[src/rtl/bl_pwm_pkg.sv]
// Shared types for the backlight PWM block.
package bl_pwm_pkg;

    // Control state of the start/stop handshake
    typedef enum logic [1:0] {
        ST_OFF   = 2'd0,   // stopped, output at inactive level
        ST_ARM   = 2'd1,   // enable accepted, waiting for first boundary
        ST_RUN   = 2'd2,   // generating periods
        ST_DRAIN = 2'd3    // disable accepted, finishing current period
    } bl_state_e;

endpackage

[src/rtl/bl_pwm_prescale.sv]
// Prescaler: emits a one-cycle tick every 2^setting clocks while run is high.
// Assumes setting only changes while run is low or on a tick (held stable by
// the shadow register upstream). The counter restarts from zero when run rises.
module bl_pwm_prescale #(
    parameter int PSC_W = 3
) (
    input  logic             clk,
    input  logic             rst_n,
    input  logic             run,
    input  logic [PSC_W-1:0] setting,
    output logic             tick
);
    localparam int DIV_W = (1 << PSC_W) - 1;

    logic [DIV_W-1:0] div_cnt;
    logic [DIV_W-1:0] div_mask;

    // Terminal count mask: low 'setting' bits set
    for (genvar g = 0; g < DIV_W; g++) begin : g_mask
        assign div_mask[g] = (g < int'(setting));
    end

    assign tick = run && (div_cnt == div_mask);

    // Divider counter, cleared while stopped and on every tick
    always_ff @(posedge clk) begin
        if (!rst_n) begin
            div_cnt <= '0;
        end else if (!run || tick) begin
            div_cnt <= '0;
        end else begin
            div_cnt <= div_cnt + 1'b1;
        end
    end

endmodule

[src/rtl/bl_pwm_period.sv]
// Period counter with shadowed configuration.
// Counts prescaled ticks modulo 2^CMP_W. While idle the counter rests at its
// maximum so that the first tick after an enable opens a fresh period.
// Compare, polarity and prescaler are loaded while idle and at each wrap only.
module bl_pwm_period #(
    parameter int CMP_W = 8,
    parameter int PSC_W = 3
) (
    input  logic             clk,
    input  logic             rst_n,
    input  logic             idle,
    input  logic             tick,
    input  logic [CMP_W-1:0] cfg_cmp,
    input  logic             cfg_pol,
    input  logic [PSC_W-1:0] cfg_psc,
    output logic [CMP_W-1:0] cnt,
    output logic             wrap,
    output logic [CMP_W-1:0] cmp_sh,
    output logic             pol_sh,
    output logic [PSC_W-1:0] psc_sh
);
    localparam logic [CMP_W-1:0] CNT_MAX = '1;

    assign wrap = tick && (cnt == CNT_MAX);

    // Period position: parked at maximum while idle, advances on each tick
    always_ff @(posedge clk) begin
        if (!rst_n) begin
            cnt <= CNT_MAX;
        end else if (idle) begin
            cnt <= CNT_MAX;
        end else if (tick) begin
            cnt <= cnt + 1'b1;
        end
    end

    // Shadow configuration: follows inputs while idle, frozen inside a period
    always_ff @(posedge clk) begin
        if (!rst_n) begin
            cmp_sh <= '0;
            pol_sh <= 1'b0;
            psc_sh <= '0;
        end else if (idle || wrap) begin
            cmp_sh <= cfg_cmp;
            pol_sh <= cfg_pol;
            psc_sh <= cfg_psc;
        end
    end

endmodule

[src/rtl/bl_pwm_ctrl.sv]
// Start/stop handshake. Requests are accepted at once but applied at the
// next period boundary (wrap). Disable has priority over enable.
// Assumes wrap is only asserted while the counters are active.
module bl_pwm_ctrl
    import bl_pwm_pkg::*;
(
    input  logic clk,
    input  logic rst_n,
    input  logic en_stb,
    input  logic dis_stb,
    input  logic wrap,
    output logic running,
    output logic active
);
    bl_state_e state_q, state_d;

    // Next-state selection
    always_comb begin
        state_d = state_q;
        unique case (state_q)
            ST_OFF:   if (!dis_stb && en_stb) state_d = ST_ARM;
            ST_ARM:   if (dis_stb) state_d = ST_OFF;
                      else if (wrap) state_d = ST_RUN;
            ST_RUN:   if (dis_stb) state_d = ST_DRAIN;
            ST_DRAIN: if (wrap) state_d = (!dis_stb && en_stb) ? ST_RUN : ST_OFF;
                      else if (!dis_stb && en_stb) state_d = ST_RUN;
            default:  state_d = ST_OFF;
        endcase
    end

    // State register
    always_ff @(posedge clk) begin
        if (!rst_n) state_q <= ST_OFF;
        else        state_q <= state_d;
    end

    assign running = (state_q == ST_RUN) || (state_q == ST_DRAIN);
    assign active  = (state_q != ST_OFF);

endmodule

[src/rtl/bl_pwm_top.sv]
// Backlight PWM top: prescaler, period counter with shadows, handshake FSM
// and output stage. The output is built from registered state only, apart
// from the live polarity used while stopped.
module bl_pwm_top #(
    parameter int CMP_W = 8,
    parameter int PSC_W = 3
) (
    input  logic             clk,
    input  logic             rst_n,
    input  logic [CMP_W-1:0] cfg_cmp,
    input  logic             cfg_pol,
    input  logic [PSC_W-1:0] cfg_psc,
    input  logic             en_stb,
    input  logic             dis_stb,
    output logic             pwm_out,
    output logic             pwm_running
);
    logic             ctr_active;
    logic             tick;
    logic             wrap;
    logic [CMP_W-1:0] period_cnt;
    logic [CMP_W-1:0] cmp_shadow;
    logic             pol_shadow;
    logic [PSC_W-1:0] psc_shadow;
    logic             in_window;

    bl_pwm_prescale #(.PSC_W(PSC_W)) u_psc (
        .clk     (clk),
        .rst_n   (rst_n),
        .run     (ctr_active),
        .setting (psc_shadow),
        .tick    (tick)
    );

    bl_pwm_period #(.CMP_W(CMP_W), .PSC_W(PSC_W)) u_per (
        .clk     (clk),
        .rst_n   (rst_n),
        .idle    (!ctr_active),
        .tick    (tick),
        .cfg_cmp (cfg_cmp),
        .cfg_pol (cfg_pol),
        .cfg_psc (cfg_psc),
        .cnt     (period_cnt),
        .wrap    (wrap),
        .cmp_sh  (cmp_shadow),
        .pol_sh  (pol_shadow),
        .psc_sh  (psc_shadow)
    );

    bl_pwm_ctrl u_ctl (
        .clk     (clk),
        .rst_n   (rst_n),
        .en_stb  (en_stb),
        .dis_stb (dis_stb),
        .wrap    (wrap),
        .running (pwm_running),
        .active  (ctr_active)
    );

    // Output stage: active while counter below compare, inactive when stopped
    assign in_window = (period_cnt < cmp_shadow);
    assign pwm_out   = pwm_running ? (in_window ^ pol_shadow) : cfg_pol;

endmodule

[config.mk]
export PLATFORM = sky130hd
export DESIGN_NAME = bl_pwm_top
export DESIGN_NICKNAME = d
export VERILOG_FILES = /design/src/rtl/bl_pwm_pkg.sv /design/src/rtl/bl_pwm_prescale.sv /design/src/rtl/bl_pwm_period.sv /design/src/rtl/bl_pwm_ctrl.sv /design/src/rtl/bl_pwm_top.sv
export SDC_FILE = /design/constraint.sdc
export NUM_CORES = 1
export LEC_CHECK = 0
export ABC_AREA = 0
export BUFFER_PORTS_ARGS = -buffer_cell sky130_fd_sc_hd__buf_2
export CAP_MARGIN = 20
export CORE_AREA = 2 2 62 93
export DETAILED_ROUTE_END_ITERATION = 6
export DIE_AREA = 0 0 64 95
export GPL_ROUTABILITY_DRIVEN = 0
export HOLD_SLACK_MARGIN = 0.12
export PLACE_DENSITY = 0.48
export SYNTH_ARGS = -nofsm -noshare
export SYNTH_HDL_FRONTEND = slang
export SYNTH_HIERARCHICAL = 1
export SYNTH_SLANG_ARGS = --single-unit
[constraint.sdc]
create_clock -name clk -period 2.8 [get_ports clk]
set_input_delay 0.28 -clock clk [delete_from_list [all_inputs] [get_ports clk]]
set_output_delay 0.28 -clock clk [all_outputs]
set_load 0.05 [all_outputs]
-- After elaboration in Yosys (flattened, before gate mapping)
Index checks and enable logic that the tools add are counted.
- reduce and logical (&&, ||, !) cells: 13
- eq/ne operators: 9
- $mul: 0
- multiplexer cells: 9
- add/sub/neg operators: 2
- $lt $le $gt $ge: 8
- shift operators: 0
- bitwise logic cells: 2
- div/mod/pow operators: 0
- operators by type and width (cell ; count):
    2-to-1 mux 2 bit ; 7
    less-than comparator 3 bit (first input constant) ; 3
    adder 8 x 1 -> 8 bit (second input constant) ; 1
    equality test 8 bit (second input constant) ; 1
    less-than comparator 8 bit ; 1
    case mux 2 bit (4 select lines) ; 1
    adder 7 x 1 -> 7 bit (second input constant) ; 1
    equality test 7 bit ; 1
    less-than comparator 1 x 3 -> 1 bit (first input constant) ; 2
    less-than comparator 2 x 3 -> 1 bit (first input constant) ; 2
    equality test 2 bit (second input constant) ; 2
    AND reduction 4 bit ; 1
    logical AND 1 bit ; 3
    logical OR 1 bit ; 3
    inequality test 3 x 2 -> 1 bit (second input constant) ; 1
    inequality test 3 bit (second input constant) ; 1
    equality test 2 x 1 -> 1 bit (second input constant) ; 1
    logical NOT 1 bit ; 2
    logical NOT 2 bit ; 1
    inequality test 2 x 1 -> 1 bit (second input constant) ; 1
    inequality test 2 bit (second input constant) ; 1
    AND reduction 2 bit ; 1
    nonzero test 2 bit ; 1
    OR reduction 2 bit ; 1
    other kinds (3) ; 3
- output and inout port bits: 2
- memories: 0
- latch bits: 0
- RAM bits: 0
- bits in read-only memories: 0
- register bits: 29
- word-level logic and storage cells: 49

-- Depth between registers and ports, before layout
Gate-level depths: netlist of run 1.
- word-level depth: 7
- gate-level depth with buffers: 11
- gate-level depth less buffers: 9

-- By module
The synthesis of run 1 kept the hierarchy.
- by module, submodules not included (module ; cells an instance ; times used ; sequential area each (µm²) ; area each (µm²)):
    bl_pwm_period ; 93 ; 1 ; 400.4 ; 867.1
    bl_pwm_prescale ; 57 ; 1 ; 140.1 ; 503.0
    bl_pwm_top ; 32 ; 1 ; 0.0 ; 214.0
    bl_pwm_ctrl ; 14 ; 1 ; 40.0 ; 108.9

-- Worst setup path after synthesis of run 1
OpenSTA, ideal clock, no wires.
- path kind: register to register
- from: register u_per.psc_sh[2]
- to: register u_per.cmp_sh[0]
- arrival time: 2.132 ns
- library setup time: 0.118 ns
- clock period less this slack: 2.250 ns
- slack: 0.550 ns
- cell stages (with the launch flop): 11
- cells stage by stage: dfxtp_1 buf_6 or4_4 o211ai_2 o221a_4 and4_1 buf_4 nand4_4 o21ba_4 buf_12 mux2i_1
- word-level cells in the longest chain between the ends: 5
- ends and longest elaborated chain (what ; line ; text):
    from (decl) ; bl_pwm_period.sv:20 ; output logic [PSC_W-1:0] psc_sh
    from (signal assigned) ; bl_pwm_period.sv:46 ; psc_sh <= cfg_psc;
    less-than comparator 1 x 3 -> 1 bit, or another cell as far along ; bl_pwm_prescale.sv:20 ; assign div_mask[g] = (g < int'(setting));
    equality test 7 bit * ; bl_pwm_prescale.sv:23 ; assign tick = run && (div_cnt == div_mask);
    logical AND 1 bit * ; bl_pwm_prescale.sv:23 ;
    via tick ; bl_pwm_top.sv:19 ; logic tick;
    logical AND 1 bit * ; bl_pwm_period.sv:24 ; assign wrap = tick && (cnt == CNT_MAX);
    logical OR 1 bit * ; bl_pwm_period.sv:43 ; end else if (idle || wrap) begin
    to (signal assigned) ; bl_pwm_period.sv:44 ; cmp_sh <= cfg_cmp;
    to (decl) ; bl_pwm_period.sv:18 ; output logic [CMP_W-1:0] cmp_sh,
The timed path passes the listed nets; every way through them passes the cells marked *.
A chain may end at the register's enable or synchronous reset.

-- Worst setup path in the final report of run 1
- from: register u_per.psc_sh[2]
- to: register u_ctl.state_q[1]
- word-level cells in the longest chain between the ends: 6
- ends and longest elaborated chain (what ; line ; text):
    less-than comparator 1 x 3 -> 1 bit, or another cell as far along ; bl_pwm_prescale.sv:20 ;
    equality test 7 bit * ; bl_pwm_prescale.sv:23 ;
    logical AND 1 bit * ; bl_pwm_prescale.sv:23 ;
    via tick ; bl_pwm_top.sv:19 ;
    logical AND 1 bit * ; bl_pwm_period.sv:24 ;
    via wrap ; bl_pwm_top.sv:20 ; logic wrap;
    inequality test 3 x 2 -> 1 bit (no source line), or another cell as far along ; - ;
    AND reduction 4 bit (no source line) or case mux 2 bit (4 select lines) (tied branches) ; - ;
    to (signal assigned) ; bl_pwm_ctrl.sv:34 ; else state_q <= state_d;
    to (decl) ; bl_pwm_ctrl.sv:15 ; bl_state_e state_q, state_d;
Marked as above.

==> metrics.yaml, run 1 <==
postLayoutCellArea_um2: 1897
synth.area.top_cells: "dfxtp_1 34%, nand2_1 8.6%, mux2i_1 7.7%"
leakagePower_nw: 0.7262
hold_viol_final: 0
status: "finished clean"
antenna_found_initial: 0
worstMarginPinSlew_ns: 0.5528
die_w_um: 64
yosys.cell_count.top_type: "nand2_1"
rsz0062_at_grt: "false"
clk_latency_ns: 0.28
ys_seq_elements: 29
cts_tree: "yes"
placedCellCount: 276
fin_skew_ns: 0.01198
relSlewSlack: 0.6307
r2r_end: "u_ctl/state_q[1]"
synthArstFlopShare: 0
r2r_cells: 9
io_pins: 18
cts_setup_buffers: 0
ys.flop_type: "dfxtp_1"
layout.nets: 238
final_cells: 284
period_share: 0.8871
grt_max_degree: 30
crit_start: "u_per/psc_sh[2]"
seq_area_frac_synth: 0.3429
r2r_slack_ns: 0.32
cts_max_path_buffers: 2
total_power_mw: 0.8850
synth_common_cells: "39 x nand2_1, 29 x dfxtp_1, 13 x mux2i_1, 12 x inv_1, 10 x nor2_1"
fin_crit_ns: 2.484
grt_pass1_vias: 1388
drv_cap: 0
die_y_um: 95
reg2reg_from: "u_per/psc_sh[2]"
path_clk_slew_ns: 0.07
cp.arrival_ns: 2.70
sw_frac_of_total: 0.2667
yosysTopAreaCell: "dfxtp_1"
start_util: 0.3178
drv_slew: 0
syn_nets: 221
numCtsBuffers: 5
via_per_inst: 4.891
wl_um: 3597
synth_edf_count: 0
worst_slack_ns: 0.3161
dieArea_um2: 6080
fin_hold_ws_ns: 0.2319
p_sw_mw: 0.2360
synth_warnings: 6
core_area_um2: 5326
hpwlAfterDp_um: 2705
hold_path_class: "input port to register"
num_rows: 33
syn-mean-instance-area_um2: 8.637
drt_iter0_drc: 39
crit_end: "u_ctl/state_q[1]"
placed_area_um2: 1814
grt_first_pass_wirelength_um: 6230
cts-resized-gates: 0
startpoint_type: "register"
ant_nets: 0
wire_per_inst_um: 12.67
area_growth_pct: 12.05
critical_path_required_ns: 3.01
power_frac_comb: 0.126
seq_power_share: 0.498
grtUsageTotal: 0.1325
drc: 0
cts_hold_buffers: 0
portBuffers: 17
cts_num_sinks: 29
p_per_area_nw_per_um2: 466.6
yosys.area.top_type_share: 0.3429
dr.pass1.iters: 4
vias: 1389
final_util: 0.3561
setup_viol_count_final: 0
htree_num_levels: 2
drive_gt1_frac: 0.1869
crit_type: "register to register"
power.share.clock: 0.376
globalRouteOverflowTotal: 0
tns_ns: 0
antenna_cells: 0
intPower_mw: 0.6490
peakVddDrop_mv: 0.2817
dpl_worst_slack_ns: 0.3297
syn_inst: 196
end_kind: "register"
cts_root_buffer: "clkbuf_8"
fmax_mhz: 402.6
synthDistinctLibCells: 44
crit_fanout: 11
synth_area_um2: 1693
-- power by group through the flow --
| stage | combinational [mW] | clock (mW) | sequential [mW] |
|---|---|---|---|
| after detailed placement | 0.112 | 0 | 0.450 |
| after global placement | 0.112 | 0 | 0.450 |
| final | 0.112 | 0.333 | 0.441 |
| after floorplan | 0.0946 | 0 | 0.443 |
| after global routing | 0.127 | 0.367 | 0.443 |
| after CTS | 0.113 | 0.350 | 0.441 |
-- routing by layer --
metal	track usage	vias to the layer above	routed length [um]
li1	-	721	-
met1	0.1331	630	1474
met2	0.2500	30	1907
met3	0.03456	8	129
met4	0.06159	0	86
met5	0	-	0
-- area by class of cell --
class,instances,area [um^2]
Multi-Input combinational cell,145,993.5
Fill cell,579,3430
Clock inverter,2,10.01
Timing Repair Buffer,20,107.6
Inverter,12,45.04
Tap cell,70,87.58
Clock buffer,6,72.57
Sequential cell,29,580.6
-- worst min path at each step --
stage	startpoint	to	slack (ns)	cells after the start
floorplan	rst_n	u_ctl/state_q[0]	0.40	2
global placement	u_per/cmp_sh[3]	u_per/cmp_sh[3]	0.45	2
detailed placement	u_per/cmp_sh[0]	u_per/cmp_sh[0]	0.45	2
CTS	cfg_psc[0]	u_per/psc_sh[0]	0.22	3
global route	cfg_psc[1]	u_per/psc_sh[1]	0.24	3
finish	cfg_psc[0]	u_per/psc_sh[0]	0.23	3
-- critical path: stages (launching register included) --
cell and delay, ns:
dfxtp_1 0.41, or4_4 0.52, o211ai_2 0.08, o221a_4 0.24, and4_1 0.40, nand4_4 0.18, nor2_1 0.14, nand2_1 0.10
a211o_1 0.24, a21boi_2 0.10
-- logic make-up (layout without fill, tap and decap cells) --
kind of cell,Yosys count,count (layout),synth area share
muxes,13,13,0.07686
xor gates and xnor gates,10,10,0.05173
DFF,29,29,0.3429
buffers and inverters,22,40,0.07021
adders and majority gates,10,10,0.07317
and+or+nand+nor,81,81,0.2417
AOI/OAI and AO/OA,31,31,0.1434
-- cell usage in the layout, fill, tap and decap left out, types with 2 or more instances in the layout --
cell type  netlist  routed
nor2_1          10      10
a311oi_1         6       6
nor3_1           3       3
nor2b_1          3       3
clkbuf_8         0       5
nand2_1         39      39
xor2_1           6       6
clkinv_2         0       2
o21ai_1          3       3
or3_2            2       2
o21ai_0          5       5
ha_1             9       9
buf_2            0      17
nand4_1          6       6
mux2i_1         13      13
dfxtp_1         29      29
buf_4            1       3
a31oi_1          2       2
and3_2           2       2
a21oi_1          5       5
inv_1           12      12
xnor2_1          4       4
nand3_1          7       7
-- registers in the layout, summed over array words and instances (netlist names) --
signal	count
u_per/cmp_sh	8
u_per/cnt	8
u_psc/div_cnt	7
u_per/psc_sh	3
u_ctl/state_q	2
u_per/pol_sh	1
Power figures use the tool's default switching activity.
==> run 2, diff against run 1 <==
- CORE_AREA: 2 2 62 93 -> 2 2 60 90
- DIE_AREA: 0 0 64 95 -> 0 0 62 92
- SYNTH_HIERARCHICAL: 1 -> unset
==> metrics.yaml, run 2 <==
fmax_mhz: 397.5  # -1.3%
vias: 1279  # -7.9%
synth_common_cells: "32 x nand2_1, 29 x dfxtp_1, 14 x mux2i_1, 14 x nor2_1, 12 x inv_1"
antenna_found_initial: 0  # unchanged
dr_wl_met3_um: 74  # -43%
core_area_um2: 5005  # -6.0%
placedCellCount: 266  # -3.6%
start_util: 0.3142  # -0.003580
dr.pass1.iters: 4  # unchanged
drv_cap: 0  # unchanged
cts_max_path_buffers: 2  # unchanged
fin_hold_ws_ns: 0.2408  # +0.008946 ns
layout.nets: 230  # -3.4%
syn_nets: 212  # -4.1%
wl_met1_um: 1398  # -5.2%
end_kind: "output pin"
leakagePower_nw: 0.7236  # -0.35%
wire_per_inst_um: 11.26  # -11%
cts-resized-gates: 0  # unchanged
hold_viol_final: 0  # unchanged
cts_hold_buffers: 0  # unchanged
setup_viol_count_final: 0  # unchanged
startpoint_type: "register"
period_share: 0.8985  # +0.01141
grt_first_pass_wirelength_um: 5395  # -13%
yosys.cell_count.top_type: "nand2_1"
cts_num_sinks: 29  # unchanged
path_clk_slew_ns: 0.06  # about the same
syn_inst: 187  # -4.6%
antenna_cells: 0  # unchanged
fin_crit_ns: 2.516  # +0.03196 ns
area_growth_pct: 14.00
synthArstFlopShare: 0  # unchanged
drt_iter0_drc: 21  # -46%
ys_seq_elements: 29  # unchanged
wl_um: 3085  # -14%
clk_latency_ns: 0.28  # about the same
worstMarginPinSlew_ns: 0.5297  # -0.02303 ns
dieArea_um2: 5704  # -6.2%
cts_setup_buffers: 0  # unchanged
grt_pass1_vias: 1208  # -13%
globalRouteOverflowTotal: 0  # unchanged
fin_skew_ns: 0.003009  # -0.008967 ns
drc: 0  # unchanged
cts_root_buffer: "clkbuf_8"
drive_gt1_frac: 0.1408  # -0.04614
numCtsBuffers: 5  # unchanged
p_per_area_nw_per_um2: 503.5  # +7.9%
via_per_inst: 4.668  # -4.6%
synth.area.top_cells: "dfxtp_1 37%, mux2i_1 8.9%, nand2_1 7.6%"
synth_area_um2: 1573  # -7.1%
total_power_mw: 0.9028  # +2.0%
crit_type: "register to output pin"
cp.arrival_ns: 2.24  # -0.46 ns
synth_edf_count: 0  # unchanged
status: "finished clean"
htree_num_levels: 2  # unchanged
grtUsageTotal: 0.1266  # -0.005934
final_cell_mix: "32 x nand2_1, 29 x dfxtp_1, 17 x buf_2"
final_util: 0.3583  # +0.002131
rsz0062_at_grt: "false"
yosys.area.top_type_share: 0.3691  # +0.02619
synth_warnings: 0  # -6
io_pins: 18  # unchanged
highest_layer: "met4"
relSlewSlack: 0.6461  # +0.01532
drv_slew: 0  # unchanged
final_common_cell: "nand2_1"
top_regs: "u_per.cmp_sh (8), u_per.cnt (8), u_psc.div_cnt (7)"
synthDistinctLibCells: 39  # -11%
die_y_um: 92  # -3.2%
num_rows: 32  # -3.0%
yosysTopAreaCell: "dfxtp_1"
portBuffers: 17  # unchanged
syn-mean-instance-area_um2: 8.410  # -2.6%
hpwlAfterDp_um: 2364  # -13%
ys.flop_type: "dfxtp_1"
peakVddDrop_mv: 0.2728  # -3.1%
critical_path_required_ns: 2.52  # -0.49 ns
seq_area_frac_synth: 0.3691  # +0.02619
cts_tree: "yes"
die_w_um: 62  # -3.1%
hold_path_class: "input port to register"
crit_fanout: 5  # -6
final_cells: 274  # -3.5%
ant_nets: 0  # unchanged
tns_ns: 0  # unchanged
grt_max_degree: 28  # -6.7%
dr_wl_met2_um: 1534  # -20%
run 2: cell count changes in the layout (fill, tap and decap cells not counted), moves of 4 or more:
cell      change
nor2_1        +4
nand2_1       -7
a311oi_1      -6
xor2_1        -5
run 2: worst max-delay path, cell delays in order, from the launching register on:
cell	delay, ns
dfxtp_1	0.34
ha_1	0.33
a2111o_1	0.41
a31oi_1	0.13
o21ai_0	0.14
mux2i_1	0.14
a211o_1	0.26
buf_2	0.21
run 2: final cells by class:
cell class / instances / area (um^2)
Tap cell: 68 / 85.08
Inverter: 12 / 45.04
Timing Repair Buffer: 19 / 100.1
Clock buffer: 8 / 80.08
Multi-Input combinational cell: 138 / 902.1
Fill cell: 538 / 3212
Sequential cell: 29 / 580.6
run 2: where the power goes:
group	internal (mW)	leakage [nW]	switching, mW	total [mW]
clock network	0.176	0.0395	0.149	0.325
registers	0.431	0.237	0.0156	0.446
logic	0.0588	0.447	0.0724	0.131
total	0.666	0.724	0.237	0.903
run 2: metrics by stage:
| stage | worst slack (ns) | cell area, um^2 |
|---|---|---|
| 2_1_floorplan | 0.6817 | 1573 |
| 3_3_place_gp | 0.5781 | 1713 |
| 3_5_place_dp | 0.5545 | 1713 |
| 4_1_cts | 0.2497 | 1793 |
| 5_1_grt | 0.1343 | 1793 |
| 6_report | 0.2842 | 1793 |
run 2: per-layer routing:
layer,GRT usage,up-vias
li1,-,684
met1,0.1480,573
met2,0.2031,16
met3,0.03385,6
met4,0.06383,0
met5,0,-
run 2: logic make-up (layout without fill, tap and decap cells):
| kind of cell | Yosys count | count (layout) | synth area share |
|---|---|---|---|
| AOI/OAI and AO/OA | 28 | 28 | 0.1289 |
| xor gates and xnor gates | 7 | 7 | 0.03898 |
| adders and majority gates | 10 | 10 | 0.07796 |
| buffers and inverters | 20 | 39 | 0.05728 |
| DFF | 29 | 29 | 0.3691 |
| muxes | 14 | 14 | 0.08910 |
| and+or+nand+nor | 79 | 79 | 0.2387 |
run 2: worst paths after layout:
kind	startpoint	endpoint	slack, ns	cells after the start
worst min register to register	u_per.cmp_sh[2]	u_per.cmp_sh[2]	0.46	2
worst max register to register	u_psc.div_cnt[5]	u_per.psc_sh[2]	0.60	6
worst max-delay path	u_per.cnt[5]	pwm_out	0.28	7
worst min-delay path	cfg_cmp[2]	u_per.cmp_sh[2]	0.24	3
